File: src/rtl/dma_chan_seq.sv
module dma_chan_seq #(
  parameter int NCH = 4,
  parameter int PW  = 2,
  localparam int CW = $clog2(NCH),
  localparam int DW = 5 + PW
) (
  input  logic           clk,
  input  logic           rst_n,
  input  logic           cfg_we,
  input  logic [CW-1:0]  cfg_ch,
  input  logic [DW-1:0]  cfg_wdata,
  input  logic [NCH-1:0] start_ev,
  input  logic [NCH-1:0] abort_ev,
  input  logic [NCH-1:0] blk_done,
  input  logic           xfer_done,
  output logic [NCH-1:0] gnt_o,
  output logic [NCH-1:0] en_o,
  output logic [NCH-1:0] busy_o,
  output logic [NCH-1:0] evdet_o
);

  logic [NCH-1:0] en_q, aen_q, chn_q, chns_q, aed_q, pend_q, gnt_q;
  logic [PW-1:0]  pri_q [NCH];
  logic [NCH-1:0] wr, ev_ok, chain_hit, lo_nb, hi_nb;
  logic [NCH-1:0] cand, pick, nxt_gnt;

  assign cand    = en_q & pend_q;
  assign nxt_gnt = (gnt_q == '0) ? pick : '0;
  assign gnt_o   = gnt_q;
  assign en_o    = en_q;
  assign busy_o  = en_q | gnt_q;
  assign evdet_o = pend_q;

  always_comb begin
    logic          found;
    logic [PW-1:0] best;
    pick  = '0;
    found = 1'b0;
    best  = '0;
    for (int i = 0; i < NCH; i++) begin
      if (cand[i] && (!found || pri_q[i] > best)) begin
        pick  = '0;
        pick[i] = 1'b1;
        best  = pri_q[i];
        found = 1'b1;
      end
    end
  end

  always_ff @(posedge clk) begin
    if (!rst_n)                 gnt_q <= '0;
    else if (gnt_q != '0) begin
      if (xfer_done)            gnt_q <= '0;
    end else                    gnt_q <= pick;
  end

  for (genvar i = 0; i < NCH; i++) begin : g_ch
    if (i == 0) begin : g_lo0
      assign lo_nb[i] = 1'b0;
    end else begin : g_lo
      assign lo_nb[i] = blk_done[i-1];
    end
    if (i == NCH - 1) begin : g_hiN
      assign hi_nb[i] = 1'b0;
    end else begin : g_hi
      assign hi_nb[i] = blk_done[i+1];
    end

    assign wr[i]        = cfg_we && (cfg_ch == CW'(i));
    assign ev_ok[i]     = en_q[i] | aed_q[i];
    assign chain_hit[i] = chn_q[i] & (chns_q[i] ? hi_nb[i] : lo_nb[i]);

    always_ff @(posedge clk) begin
      if (!rst_n) begin
        en_q[i] <= 1'b0; aen_q[i] <= 1'b0; chn_q[i] <= 1'b0;
        chns_q[i] <= 1'b0; aed_q[i] <= 1'b0; pri_q[i] <= '0;
        pend_q[i] <= 1'b0;
      end else begin
        if (wr[i]) begin
          en_q[i]   <= cfg_wdata[0];
          aen_q[i]  <= cfg_wdata[1];
          chn_q[i]  <= cfg_wdata[2];
          chns_q[i] <= cfg_wdata[3];
          aed_q[i]  <= cfg_wdata[4];
          pri_q[i]  <= cfg_wdata[5 +: PW];
        end
        if (blk_done[i] && !aen_q[i]) en_q[i] <= 1'b0;
        if (chain_hit[i])             en_q[i] <= 1'b1;
        if (abort_ev[i] && ev_ok[i])  en_q[i] <= 1'b0;

        if (abort_ev[i] && ev_ok[i])      pend_q[i] <= 1'b0;
        else if (start_ev[i] && ev_ok[i]) pend_q[i] <= 1'b1;
        else if (nxt_gnt[i])              pend_q[i] <= 1'b0;
      end
    end

    AST_ABORT_CLEARS: assert property (@(posedge clk) disable iff (!rst_n)
      abort_ev[i] && ev_ok[i] |=> !en_q[i] && !pend_q[i]);
    AST_START_DISCARDED: assert property (@(posedge clk) disable iff (!rst_n)
      start_ev[i] && !en_q[i] && !aed_q[i] && !pend_q[i] |=> !pend_q[i]);
    AST_AUTO_KEEPS_EN: assert property (@(posedge clk) disable iff (!rst_n)
      blk_done[i] && aen_q[i] && en_q[i] && !abort_ev[i] && !wr[i] |=> en_q[i]);
    AST_BUSY_IN_GRANT: assert property (@(posedge clk) disable iff (!rst_n)
      gnt_q[i] && !xfer_done |=> busy_o[i]);
  end

  AST_GNT_ONEHOT: assert property (@(posedge clk) disable iff (!rst_n)
    $onehot0(gnt_q));
  AST_GNT_HELD: assert property (@(posedge clk) disable iff (!rst_n)
    gnt_q != '0 && !xfer_done |=> gnt_q == $past(gnt_q));
  AST_GNT_RELEASED: assert property (@(posedge clk) disable iff (!rst_n)
    gnt_q != '0 && xfer_done |=> gnt_q == '0);
  AST_GNT_ELIGIBLE: assert property (@(posedge clk) disable iff (!rst_n)
    gnt_q == '0 |=> gnt_q == '0 || (gnt_q & $past(en_q & pend_q)) != '0);

endmodule

File: config.mk
export PLATFORM = sky130hd
export DESIGN_NAME = dma_chan_seq
export DESIGN_NICKNAME = d
export VERILOG_FILES = /design/src/rtl/dma_chan_seq.sv
export SDC_FILE = /design/constraint.sdc
export NUM_CORES = 1
export LEC_CHECK = 0
export BUFFER_PORTS_ARGS = -buffer_cell sky130_fd_sc_hd__buf_2
export CORE_ASPECT_RATIO = 2
export CORE_UTILIZATION = 47
export CTS_CLUSTER_SIZE = 16
export DETAILED_ROUTE_END_ITERATION = 12
export PLACE_DENSITY = 0.75
export SETUP_SLACK_MARGIN = 0.5
export SLEW_MARGIN = 25
export SYNTH_ARGS = -nofsm -noshare
export SYNTH_HDL_FRONTEND = slang
export SYNTH_SLANG_ARGS = --single-unit
export TNS_END_PERCENT = 50
File: constraint.sdc
create_clock -name clk -period 9.5 [get_ports clk]
set_clock_uncertainty 0.05 [all_clocks]
set_input_delay 0.95 -clock clk [delete_from_list [all_inputs] [get_ports clk]]
set_output_delay 0.95 -clock clk [all_outputs]
set_load 0.05 [all_outputs]
== Word-level counts from Yosys, hierarchy flattened ==
Memory sizes are Yosys's and may differ from the RTL's.
Cells that the tools add are included.

* Equality and inequality tests: 4
* Magnitude comparators: 3
* Reduce and logical (&&, ||, !) cells: 44
* Bitwise gates (word level): 15
* Multiplexer cells: 54

{| class="wikitable"
|+ Operators with widths
! kind !! number
|-
| 1-bit two-way mux || 41
|-
| 4-bit two-way mux || 5
|-
| 1-bit logical AND || 19
|-
| 2-bit two-way mux || 8
|-
| 3-bit nonzero test || 4
|-
| 1-bit bitwise OR || 8
|-
| 2-bit nonzero test || 4
|-
| 2-bit OR reduction || 4
|-
| 1-bit zero test || 7
|-
| 2-bit greater-than comparator || 3
|-
| 1-bit AND || 4
|-
| 4-bit AND || 1
|-
| 2-bit equality test (second input constant) || 2
|-
| 4-bit zero test || 1
|-
| 4-bit bitwise OR || 1
|-
| 4-bit nonzero test || 1
|-
| 1-bit logical OR || 3
|-
| 2-bit by 1-bit equality test with 1-bit output (second input constant) || 1
|-
| 2-bit zero test || 1
|-
| 2-bit inequality test (second input constant) || 1
|-
| 1-bit inverter || 1
|}

* Register bits after elaboration: 28
* Bits of input ports: 25
* Word-level logic and storage cells: 146
* RAM bits: 8
* Output and inout port bits: 16
* Memories kept: 1

{| class="wikitable"
|+ Memories
! name !! depth !! width !! rd ports !! clocked after Yosys merged registers in !! write ports !! line !! RTL
|-
| pri_q || 4 || 2 || 4 || 0 || 4 || 23 || <nowiki>logic [PW-1:0] pri_q [NCH];</nowiki>
|}

== Depth between registers and ports, before layout ==
Gate-level depths: netlist (run 1).

* Word-level depth: 17
* Mapped depth: 17
* Depth with buffers taken out: 17

== Worst setup path before layout (run 1) ==
OpenSTA, ideal clock, no wires.

* Path type: flip-flop to flip-flop
* Start point: register en_q[0] (netlist: en_o[0])
* End point: register pend_q[0] (netlist: evdet_o[0])
* Cell stages (with the launch flop): 18
* Clock period less this slack: 4,202 ps
* Required time: 9,325 ps
* Path slack: 5,298 ps
* Arrival: 4,027 ps
* Library setup time: 125 ps
* Buffers on the path: 0
* Path through: dfxtp_1 -> and2_1 -> nand2_1 -> ha_1 -> nor2b_1 -> o2111a_1 -> o21ai_0 -> and2_1 -> ha_1 -> nor2b_1 -> o2111ai_2 -> a21oi_1 -> a41o_1 -> ha_1 -> nor2b_1 -> o2111ai_1 -> nand3_2 -> o41a_1

* Longest elaborated chain between the ends: 16
* Elaborated cells on any way between the ends: 30
* Those cells by class: 3 x order compare; 12 x mux; 2 x bitwise; 13 x reduce/logical

{| class="wikitable"
|+ RTL lines
! what !! line !! RTL
|-
| start: declaration || 22 || <nowiki>logic [NCH-1:0] en_q, aen_q, chn_q, chns_q, aed_q, pend_q, gnt_q;</nowiki>
|-
| start signal: indexed assignment || 80 || <nowiki>en_q[i] <= cfg_wdata[0];</nowiki>
|-
| 4-bit AND || 27 || <nowiki>assign cand = en_q & pend_q;</nowiki>
|-
| 2-bit two-way mux or 1-bit two-way mux (tied branches) || 41 || <nowiki>if (cand[i] && (!found || pri_q[i] > best)) begin</nowiki>
|-
| 2-bit greater-than comparator or 1-bit zero test (tied branches) || 41 ||
|-
| 1-bit logical OR || 41 ||
|-
| 1-bit logical AND || 41 ||
|-
| 2-bit two-way mux or 1-bit two-way mux (tied branches) || 41 ||
|-
| 2-bit greater-than comparator or 1-bit zero test (tied branches) || 41 ||
|-
| 1-bit logical OR || 41 ||
|-
| 1-bit logical AND || 41 ||
|-
| 2-bit two-way mux or 1-bit two-way mux (tied branches) || 41 ||
|-
| 2-bit greater-than comparator or 1-bit zero test (tied branches) || 41 ||
|-
| 1-bit logical OR || 41 ||
|-
| 1-bit logical AND || 41 ||
|-
| 4-bit two-way mux || 41 ||
|-
| 4-bit two-way mux || 28 || <nowiki>assign nxt_gnt = (gnt_q == '0) ? pick : '0;</nowiki>
|-
| 2-bit nonzero test (no source line) || n/a ||
|-
| end signal: indexed assignment || 77 || <nowiki>pend_q[i] <= 1'b0;</nowiki>
|-
| end signal: indexed assignment || 91 || <nowiki>if (abort_ev[i] && ev_ok[i]) pend_q[i] <= 1'b0;</nowiki>
|-
| end signal: indexed assignment || 92 || <nowiki>else if (start_ev[i] && ev_ok[i]) pend_q[i] <= 1'b1;</nowiki>
|-
| end: declaration || 22 ||
|}

Parallel ways exist; a longest one is shown, timed or not.
A chain may end at the register's enable or synchronous reset.

== Worst setup path in the final report (run 1) ==
Same ends and word-level chain as after synthesis.

==> flow_summary.ini, run 1 <==
[route]
avgViaCountPerCell = 5.510
drc = 0
vias = 1598
postRouteWirelength_mm = 4.321
first_iter_violations = 30
antenna_left = 0
wl_per_cell_um = 14.90
first_pass_iters = 4

[critical_path]
crit_type = reg2reg
cp_cell_sequence = and2_1 > nand2_1 > ha_1 > nor2b_1 > o2111a_1 > o21ai_0 > and2_1 > ha_1 > nor2b_1 > o2111ai_2 > a21oi_1 > a41o_1 > ha_1 > nor2b_1 > o2111ai_1 > nand3_2 > o41a_1
start_kind = flip-flop
crit_fanout = 8
worstPathRequired_ns = 9.62
critPathArrivalTime_ns = 4.29
worstSetupEndpointType = flip-flop
cp_slowest_cell = dfxtp_1
cpPeakStageDelay_ns = 0.43

[placed_design]
portBuffers = 40
place_congestion = 0.9388
hpwl_mm = 3.277
place_inst = 282
place_area_um2 = 2066
pre_cts_ws_ns = 5.357

[logic_synthesis]
yosysTopAreaCell = dfxtp_1
synth-xor-area-share_pct = 0
ys_dominant_reg_cell = dfxtp_1
synth-simple-area-share_pct = 22.79
synth_top_area_share_pct = 30.75
muxShareOfSynthArea_pct = 8.785
syn_area_um2 = 1823
synth_edf_count = 8
syn_nets = 229
synthTopCellsByArea = dfxtp_1, edfxtp_1, mux2i_1, nor2b_1, nand2_1
synth-warning-count = 0
synth-compound-area-share_pct = 17.30
ys_seq_area_share_pct = 43.93
yosysUniqueCellTypes = 34
ys_ff_latch = 36
syn-instance-count = 198
synth_fa_ha_area_share_pct = 4.118
synthArstFlopShare_pct = 0
synth_top_family_by_area = simple AND/OR/NAND/NOR gates
syn_avg_cell_area_um2 = 9.207

[clocking]
h-tree-depth = 2
clock_latency_ns = 0.28
clk_pin_slew_worst_paths_ns = 0.07
clock_path_buffers = 2
hold_buffers = 0
cts_tree = yes
clock_sinks = 36
cts_resized = 0
cts_buffers = 5
cts_setup_buffers = 0
root_buffer = clkbuf_8

[grt]
grt_pass1_vias = 1532
grt_max_degree = 35
grt_pass1_wl_mm = 6.720
gr-total-overflow = 0
track_usage_pct = 22.44
antenna_found_initial = 0

[sta]
slew_headroom_pct = 65.76
hold_viol = 0
tightest_slew_ns = 0.5136
maxSlewViolCount = 0
worst_slack_ns = 5.331
fin_crit_ns = 4.169
finalSetupViolCount = 0
timing.final.crit_share_pct = 43.89
rsz0062_at_grt = false
setup_tns_ns = 0
max_freq_mhz = 239.8

[flow_run]
max-cap-violations = 0

[power]
vdd_drop_max_mv = 0.1144
total_power_uw = 324.5
power_density_nw_per_um2 = 149.8
power_leakage_uw = 0.001013

[run_status]
outcome = complete, no violations

[die]
die_w_um = 46.04
initial_core_util_pct = 50.00
ios = 41
row_count = 31
die_height_um = 90.08
core_um2 = 3646
dieArea_um2 = 4147

[finish]
diodes = 0
finalInstanceArea_um2 = 2166
syn2layout_area_growth_pct = 18.81
final_common_cell = buf_2
final_cell_mix = buf_2, dfxtp_1, nand2_1
layout.nets = 271
drive_above_1_share_pct = 22.82
final_cell_count_no_fill = 290

[min_path]
hp-class = reg2reg
metal layers:
layer,GRT usage [%],wire length (µm),vias up
met2,40.38,2445,42
met5,0,0,-
met1,21.29,1599,753
met4,13.48,172,0
li1,-,-,791
met3,3.815,103,12
cells in the mapped netlist (2+ instances only):
master and count:
nand2b_1 3, nor2_1 9, o221ai_1 4, o21a_1 3, a21oi_1 9, clkbuf_1 5, mux2i_1 16, inv_1 10
edfxtp_1 8, nor2b_1 21, ha_1 6, dfxtp_1 28, o2111a_1 2, nand3_1 7, nand3b_1 3, and2_1 2
nand2_1 25, o2111ai_1 2, o21ai_0 14, o22ai_1 4, or2_2 4
stage by stage:
stage	util, %	hold slack (ns)
floorplan	-	0.3835
global placement	56.66	0.3944
detailed placement	56.66	0.3965
CTS	59.40	0.4077
global route	59.40	0.4440
finish	59.40	0.4072
state kept, by name, indices dropped and copies added (netlist names):
register  flops
en_o          4
aen_q         4
chn_q         4
aed_q         4
gnt_o         4
chns_q        4
evdet_o       4
pri_q         8
layout make-up:
cell class / instances / area (µm²)
Clock buffer: 8 / 100.1
Timing Repair Buffer: 40 / 200.2
Sequential cell: 36 / 800.8
Multi-Input combinational cell: 147 / 965.9
Inverter: 10 / 37.54
Fill cell: 368 / 1480
Tap cell: 49 / 61.31
cells by family (layout without fill, tap and decap cells):
| kind of cell | count (synthesis) | count (layout) |
|---|---|---|
| compound gates | 46 | 46 |
| flops | 36 | 36 |
| mux | 16 | 16 |
| buf+inv | 15 | 58 |
| fa+ha+maj | 6 | 6 |
| simple gates | 79 | 79 |
final timing paths:
path,start,endpoint,slack [ns],cells past startpoint
worst max-delay path,en_o[0]$_SDFFE_PP0P_,evdet_o[0]$_SDFFE_PP0P_,5.33,17
worst min register to register,chn_q[1]$_SDFFE_PN0P_,en_o[1]$_SDFFE_PP0P_,0.41,2
worst min-delay path,chn_q[1]$_SDFFE_PN0P_,en_o[1]$_SDFFE_PP0P_,0.41,2
worst max register to register,en_o[0]$_SDFFE_PP0P_,evdet_o[0]$_SDFFE_PP0P_,5.33,17
report_power, final:
part | internal (µW) | switching, µW | leakage, µW | total (µW)
Clock | 66.2 | 51.1 | 0.0000515 | 117
Combinational | 14.7 | 24.6 | 0.000656 | 39.4
Sequential | 163 | 5.10 | 0.000306 | 168
Total | 244 | 80.9 | 0.00101 | 324
worst max-delay path, delay by kind of cell, from the launching register on:
kind | cells | cell delay [ns]
compound gates | 7 | 1.71
fa+ha+maj | 3 | 0.81
simple gates | 7 | 1.05
flops | 1 | 0.43
Note: power is estimated with default switching activity, not from simulation.
==> inputs of run 2 (changes only) <==
clock period = 4 ns   (was 9.5 ns; I/O delays follow)
==> run 2 against run 1 <==
Clock-buffer cell count stayed put. Wire length grew 7.5%. Global-route usage is 1.3 points higher. Die area unchanged. Combinational power increased to 2.7 times the previous value. Worst hold slack worse by 0.098 ns. Fmax up 13%. Via count increased by 3.8%. Clock power increased by 140%. Largest cell class unchanged. Largest power group unchanged.
==> flow_summary.ini, run 2 (synthesized netlist as in run 1, its figures left out) <==
[run_status]
outcome = complete, no violations

[finish]
finalInstanceArea_um2 = 2382
largest_register = pri_q
regArea_um2 = 808.3
diodes = 0
final_common_cell = buf_2
multi_input_area_um2 = 1111
layout.nets = 279
syn2layout_area_growth_pct = 30.68
drive_above_1_share_pct = 34.54
fill_cells = 340
largest_reg_flops = 8
final_cell_mix = buf_2, dfxtp_1, nand2_1

[route]
first_iter_violations = 29
vias = 1659
drc = 0
wl_per_cell_um = 15.59
antenna_left = 0
postRouteWirelength_mm = 4.647
first_pass_iters = 4
avgViaCountPerCell = 5.567

[die]
initial_core_util_pct = 50.00
row_count = 31
dieArea_um2 = 4147
die_w_um = 46.04
ios = 41
die_height_um = 90.08
core_um2 = 3646

[critical_path]
worstSetupEndpointType = flip-flop
rr_worst_depth = 17
critPathArrivalTime_ns = 3.80
worstPathRequired_ns = 4.12
crit_fanout = 4
reg2reg_to = evdet_o[0]$_SDFFE_PP0P_
reg2reg_from = en_o[0]$_SDFFE_PP0P_
r2r_slack_ns = 0.33
crit_type = reg2reg
start_kind = flip-flop

[sta]
timing.final.crit_share_pct = 91.85
max_freq_mhz = 272.2
maxSlewViolCount = 0
fin_crit_ns = 3.674
tightest_slew_ns = 0.5342
slew_headroom_pct = 64.38
finalSetupViolCount = 0
setup_tns_ns = 0
rsz0062_at_grt = true
hold_viol = 0

[grt]
grt_pass1_wl_mm = 7.003
gr-total-overflow = 0
track_usage_pct = 23.69
antenna_found_initial = 0
grt_pass1_vias = 1619
grt_max_degree = 35

[placed_design]
place_congestion = 0.9624
hpwl_mm = 3.335
portBuffers = 40
place_area_um2 = 2127

[clocking]
hold_buffers = 0
cts_buffers = 5
cts_tree = yes
root_buffer = clkbuf_8
clock_latency_ns = 0.28
clock_path_buffers = 2
h-tree-depth = 2
clk_pin_slew_worst_paths_ns = 0.07
clock_sinks = 36

[power]
power_leakage_uw = 0.001091
vdd_drop_max_mv = 0.3056
power_density_nw_per_um2 = 331.9

[min_path]
hp-class = in2reg
hp-start = start_ev[0]
worst_hold_path.endpoint = evdet_o[0]$_SDFFE_PP0P_
holdPathStages = 2

[flow_run]
max-cap-violations = 0
run 2: cell count changes in the layout (fill, tap and decap cells not counted), moves of 3 or more:
cell	previous run	this run
buf_4	0	7
ha_1	6	2
a21oi_1	9	6
a21oi_2	1	4
ha_4	0	3
nor2b_1	21	18
nor2b_4	0	3
run 2: cell type report:
| class | count | share of cell area, % |
|---|---|---|
| Clock buffer | 8 | 4.202 |
| Inverter | 10 | 1.576 |
| Multi-Input combinational cell | 147 | 46.64 |
| Sequential cell | 36 | 33.93 |
| Tap cell | 49 | 2.574 |
| Timing Repair Buffer | 48 | 11.08 |
run 2: timing repair:
action | 4_1_cts | 5_1_grt
setup buffers | 6 | 2
gates resized for setup | 11 | 7
pin swaps | 12 | 8
endpoints found under the setup margin | 8 | 8
run 2: power by group:
| part | internal [µW] | switching (µW) | total (µW) |
|---|---|---|---|
| Sequential | 386 | 15.0 | 401 |
| Clock | 157 | 127 | 284 |
| Combinational | 42.8 | 62.9 | 106 |
run 2: critical path, stage by stage, from the launching register on:
cell	delay, ns
dfxtp_4	0.36
and2_4	0.17
nand2_4	0.05
ha_4	0.22
nor2b_4	0.13
o2111a_2	0.30
o21ai_2	0.14
and2_4	0.16
ha_4	0.19
nor2b_4	0.13
o2111ai_4	0.26
a21oi_2	0.09
a41o_1	0.24
ha_4	0.22
nor2b_4	0.13
o2111ai_4	0.22
nand3_2	0.13
o41a_1	0.37
run 2: worst max path at each step:
stage,startpoint,slack [ns],to
2_1_floorplan,en_o[0]$_SDFFE_PP0P_,0.23,evdet_o[0]$_SDFFE_PP0P_
3_3_place_gp,en_o[0]$_SDFFE_PP0P_,0.20,evdet_o[0]$_SDFFE_PP0P_
3_5_place_dp,en_o[0]$_SDFFE_PP0P_,0.10,evdet_o[0]$_SDFFE_PP0P_
4_1_cts,pri_q[0][0]$_SDFFCE_PN0P_,0.42,evdet_o[3]$_SDFFE_PP0P_
5_1_grt,en_o[0]$_SDFFE_PP0P_,0.17,evdet_o[0]$_SDFFE_PP0P_
6_report,en_o[0]$_SDFFE_PP0P_,0.33,evdet_o[0]$_SDFFE_PP0P_
run 2: per-stage QoR:
stage / hold WS (ns) / cells / total power (µW) / worst slack [ns] / util, %
after global placement: 0.3956 / 282 / 503.1 / 0.1986 / 58.34
final: 0.3088 / 298 / 790.7 / 0.3261 / 65.34
after global routing: 0.3233 / 298 / 819.4 / 0.1705 / 65.34
after floorplan: 0.3835 / 198 / 470.6 / 0.2284 / -
after detailed placement: 0.4049 / 282 / 504.6 / 0.1028 / 58.34
after CTS: 0.3055 / 296 / 790.2 / 0.4205 / 63.73
run 2: per-layer routing:
metal | wire length [µm] | up-vias | GRT usage (%)
li1 | - | 806 | -
met1 | 1660 | 779 | 21.62
met2 | 2597 | 56 | 41.43
met3 | 133 | 18 | 4.618
met4 | 257 | 0 | 17.65
met5 | 0 | - | 0
==> inputs of run 3 (changes only) <==
CORE_ASPECT_RATIO = unset   (was 2)
==> run 3 against run 2 <==
Critical path depth unchanged. Worst setup slack better by 0.022 ns. Design area up 4.6%. Die area down 0.36%. Register-to-register slack better by 0.02 ns. Fmax up 0.59%. Worst hold slack worse by 0.0062 ns. Cell count up 4.0%. Sequential cell count unchanged.
==> flow_summary.ini, run 3 (synthesized netlist as in run 1, its figures left out) <==
[sta]
fin_crit_ns = 3.652
maxSlewViolCount = 0
tightest_slew_ns = 0.5288
max_freq_mhz = 273.8
slew_headroom_pct = 64.75
hold_viol = 0
worst_slack_ns = 0.3477
setup_tns_ns = 0
timing.final.crit_share_pct = 91.31
finalSetupViolCount = 0
rsz0062_at_grt = true

[placed_design]
portBuffers = 40
hpwl_mm = 3.014
place_inst = 281
pre_cts_ws_ns = 0.1169
place_congestion = 0.8992

[clocking]
clock_latency_ns = 0.28
clock_path_buffers = 2
clock_sinks = 36
clk_pin_slew_worst_paths_ns = 0.07
root_buffer = clkbuf_8
hold_buffers = 0
cts_buffers = 5
h-tree-depth = 2
cts_tree = yes

[grt]
grt_max_degree = 35
grt_pass1_wl_mm = 7.486
track_usage_pct = 23.93
grt_pass1_vias = 1605
gr-total-overflow = 0
antenna_found_initial = 0

[die]
ios = 41
die_w_um = 64.28
row_count = 22
die_height_um = 64.28
core_um2 = 3689
initial_core_util_pct = 49.42
dieArea_um2 = 4132

[critical_path]
critPathLaunch = en_o[0]$_SDFFE_PP0P_
cpPeakStageDelay_ns = 0.36
worstPathRequired_ns = 4.12
critPathArrivalTime_ns = 3.78
reg2reg_from = en_o[0]$_SDFFE_PP0P_
cp_cell_sequence = and2_4 > nand2_4 > ha_4 > nor2b_4 > o2111a_2 > o21ai_2 > and2_4 > ha_4 > nor2b_4 > o2111ai_4 > a21oi_2 > a41o_1 > ha_4 > nor2b_4 > o2111ai_2 > nand3_2 > o41a_1
cp_slowest_cell = dfxtp_4
start_kind = flip-flop
worstSetupEndpointType = flip-flop
crit_type = reg2reg
crit_fanout = 4

[route]
avgViaCountPerCell = 5.442
wl_per_cell_um = 14.77
first_pass_iters = 4
postRouteWirelength_mm = 4.578
drc = 0
antenna_left = 0
first_iter_violations = 170
vias = 1687

[power]
power_leakage_uw = 0.001146
vdd_drop_max_mv = 0.2006
power_density_nw_per_um2 = 309.5
total_power_uw = 771.0

[finish]
syn2layout_area_growth_pct = 36.65
largest_reg_flops = 8
diodes = 0
final_cell_mix = buf_2, dfxtp_1, nand2_1
layout.nets = 292
final_common_cell = buf_2
drive_above_1_share_pct = 38.55
final_cell_count_no_fill = 310
largest_register = pri_q

[run_status]
outcome = complete, no violations

[min_path]
hp-class = in2reg
hp-start = start_ev[0]

[flow_run]
max-cap-violations = 0
[run 3: through the flow]
stage / hold slack [ns] / area (µm²) / util (%)
finish: 0.3025 / 2491 / 67.54
CTS: 0.3058 / 2412 / 65.40
global placement: 0.3968 / 2126 / 57.63
floorplan: 0.3835 / 1884 / -
detailed placement: 0.4005 / 2126 / 57.63
global route: 0.3032 / 2491 / 67.54
[run 3: metal layers]
metal	GRT usage, %	routed length (µm)	vias to the layer above
li1	-	-	840
met1	28.82	1921	782
met2	41.45	2361	54
met3	5.179	208	11
met4	8.611	86	0
met5	0	0	-
[run 3: power breakdown]
group          total (µW)  switching [µW]  internal (µW)  leakage (µW)
sequential            401            15.6            386      0.000307
combinational         108            63.3           44.5      0.000793
clock                 262             121            140     0.0000455
total                 771             200            571       0.00115
[run 3: final timing paths]
path                             endpoint  slack, ns  cells past startpoint
setup / recovery  evdet_o[0]$_SDFFE_PP0P_       0.35                     17
hold / removal    evdet_o[0]$_SDFFE_PP0P_       0.30                      2
setup reg to reg  evdet_o[0]$_SDFFE_PP0P_       0.35                     17
hold reg to reg      en_o[2]$_SDFFE_PP0P_       0.41                      2
[run 3: what timing repair did]
action / in CTS / in global routing
setup endpoints to repair: 8 / 8
gates cloned: 0 / 0
gates resized for setup: 11 / 11
setup buffers: 19 / 2
pin swaps: 12 / 5
[run 3: area by class of cell]
cell class | count | area [µm²]
Sequential cell | 36 | 808.3
Inverter | 10 | 37.54
Fill cell | 315 | 1197
Tap cell | 48 | 60.06
Clock buffer | 8 | 90.09
Multi-Input combinational cell | 147 | 1134
Timing Repair Buffer | 61 | 361.6
[run 3: critical path: cells and delay by family, from the launching register on]
kind	cells	cell delay, ns
flip-flops	1	0.36
AO/OA/AOI/OAI	7	1.57
adder cells (fa/ha/maj)	3	0.64
AND/OR/NAND/NOR	7	0.92
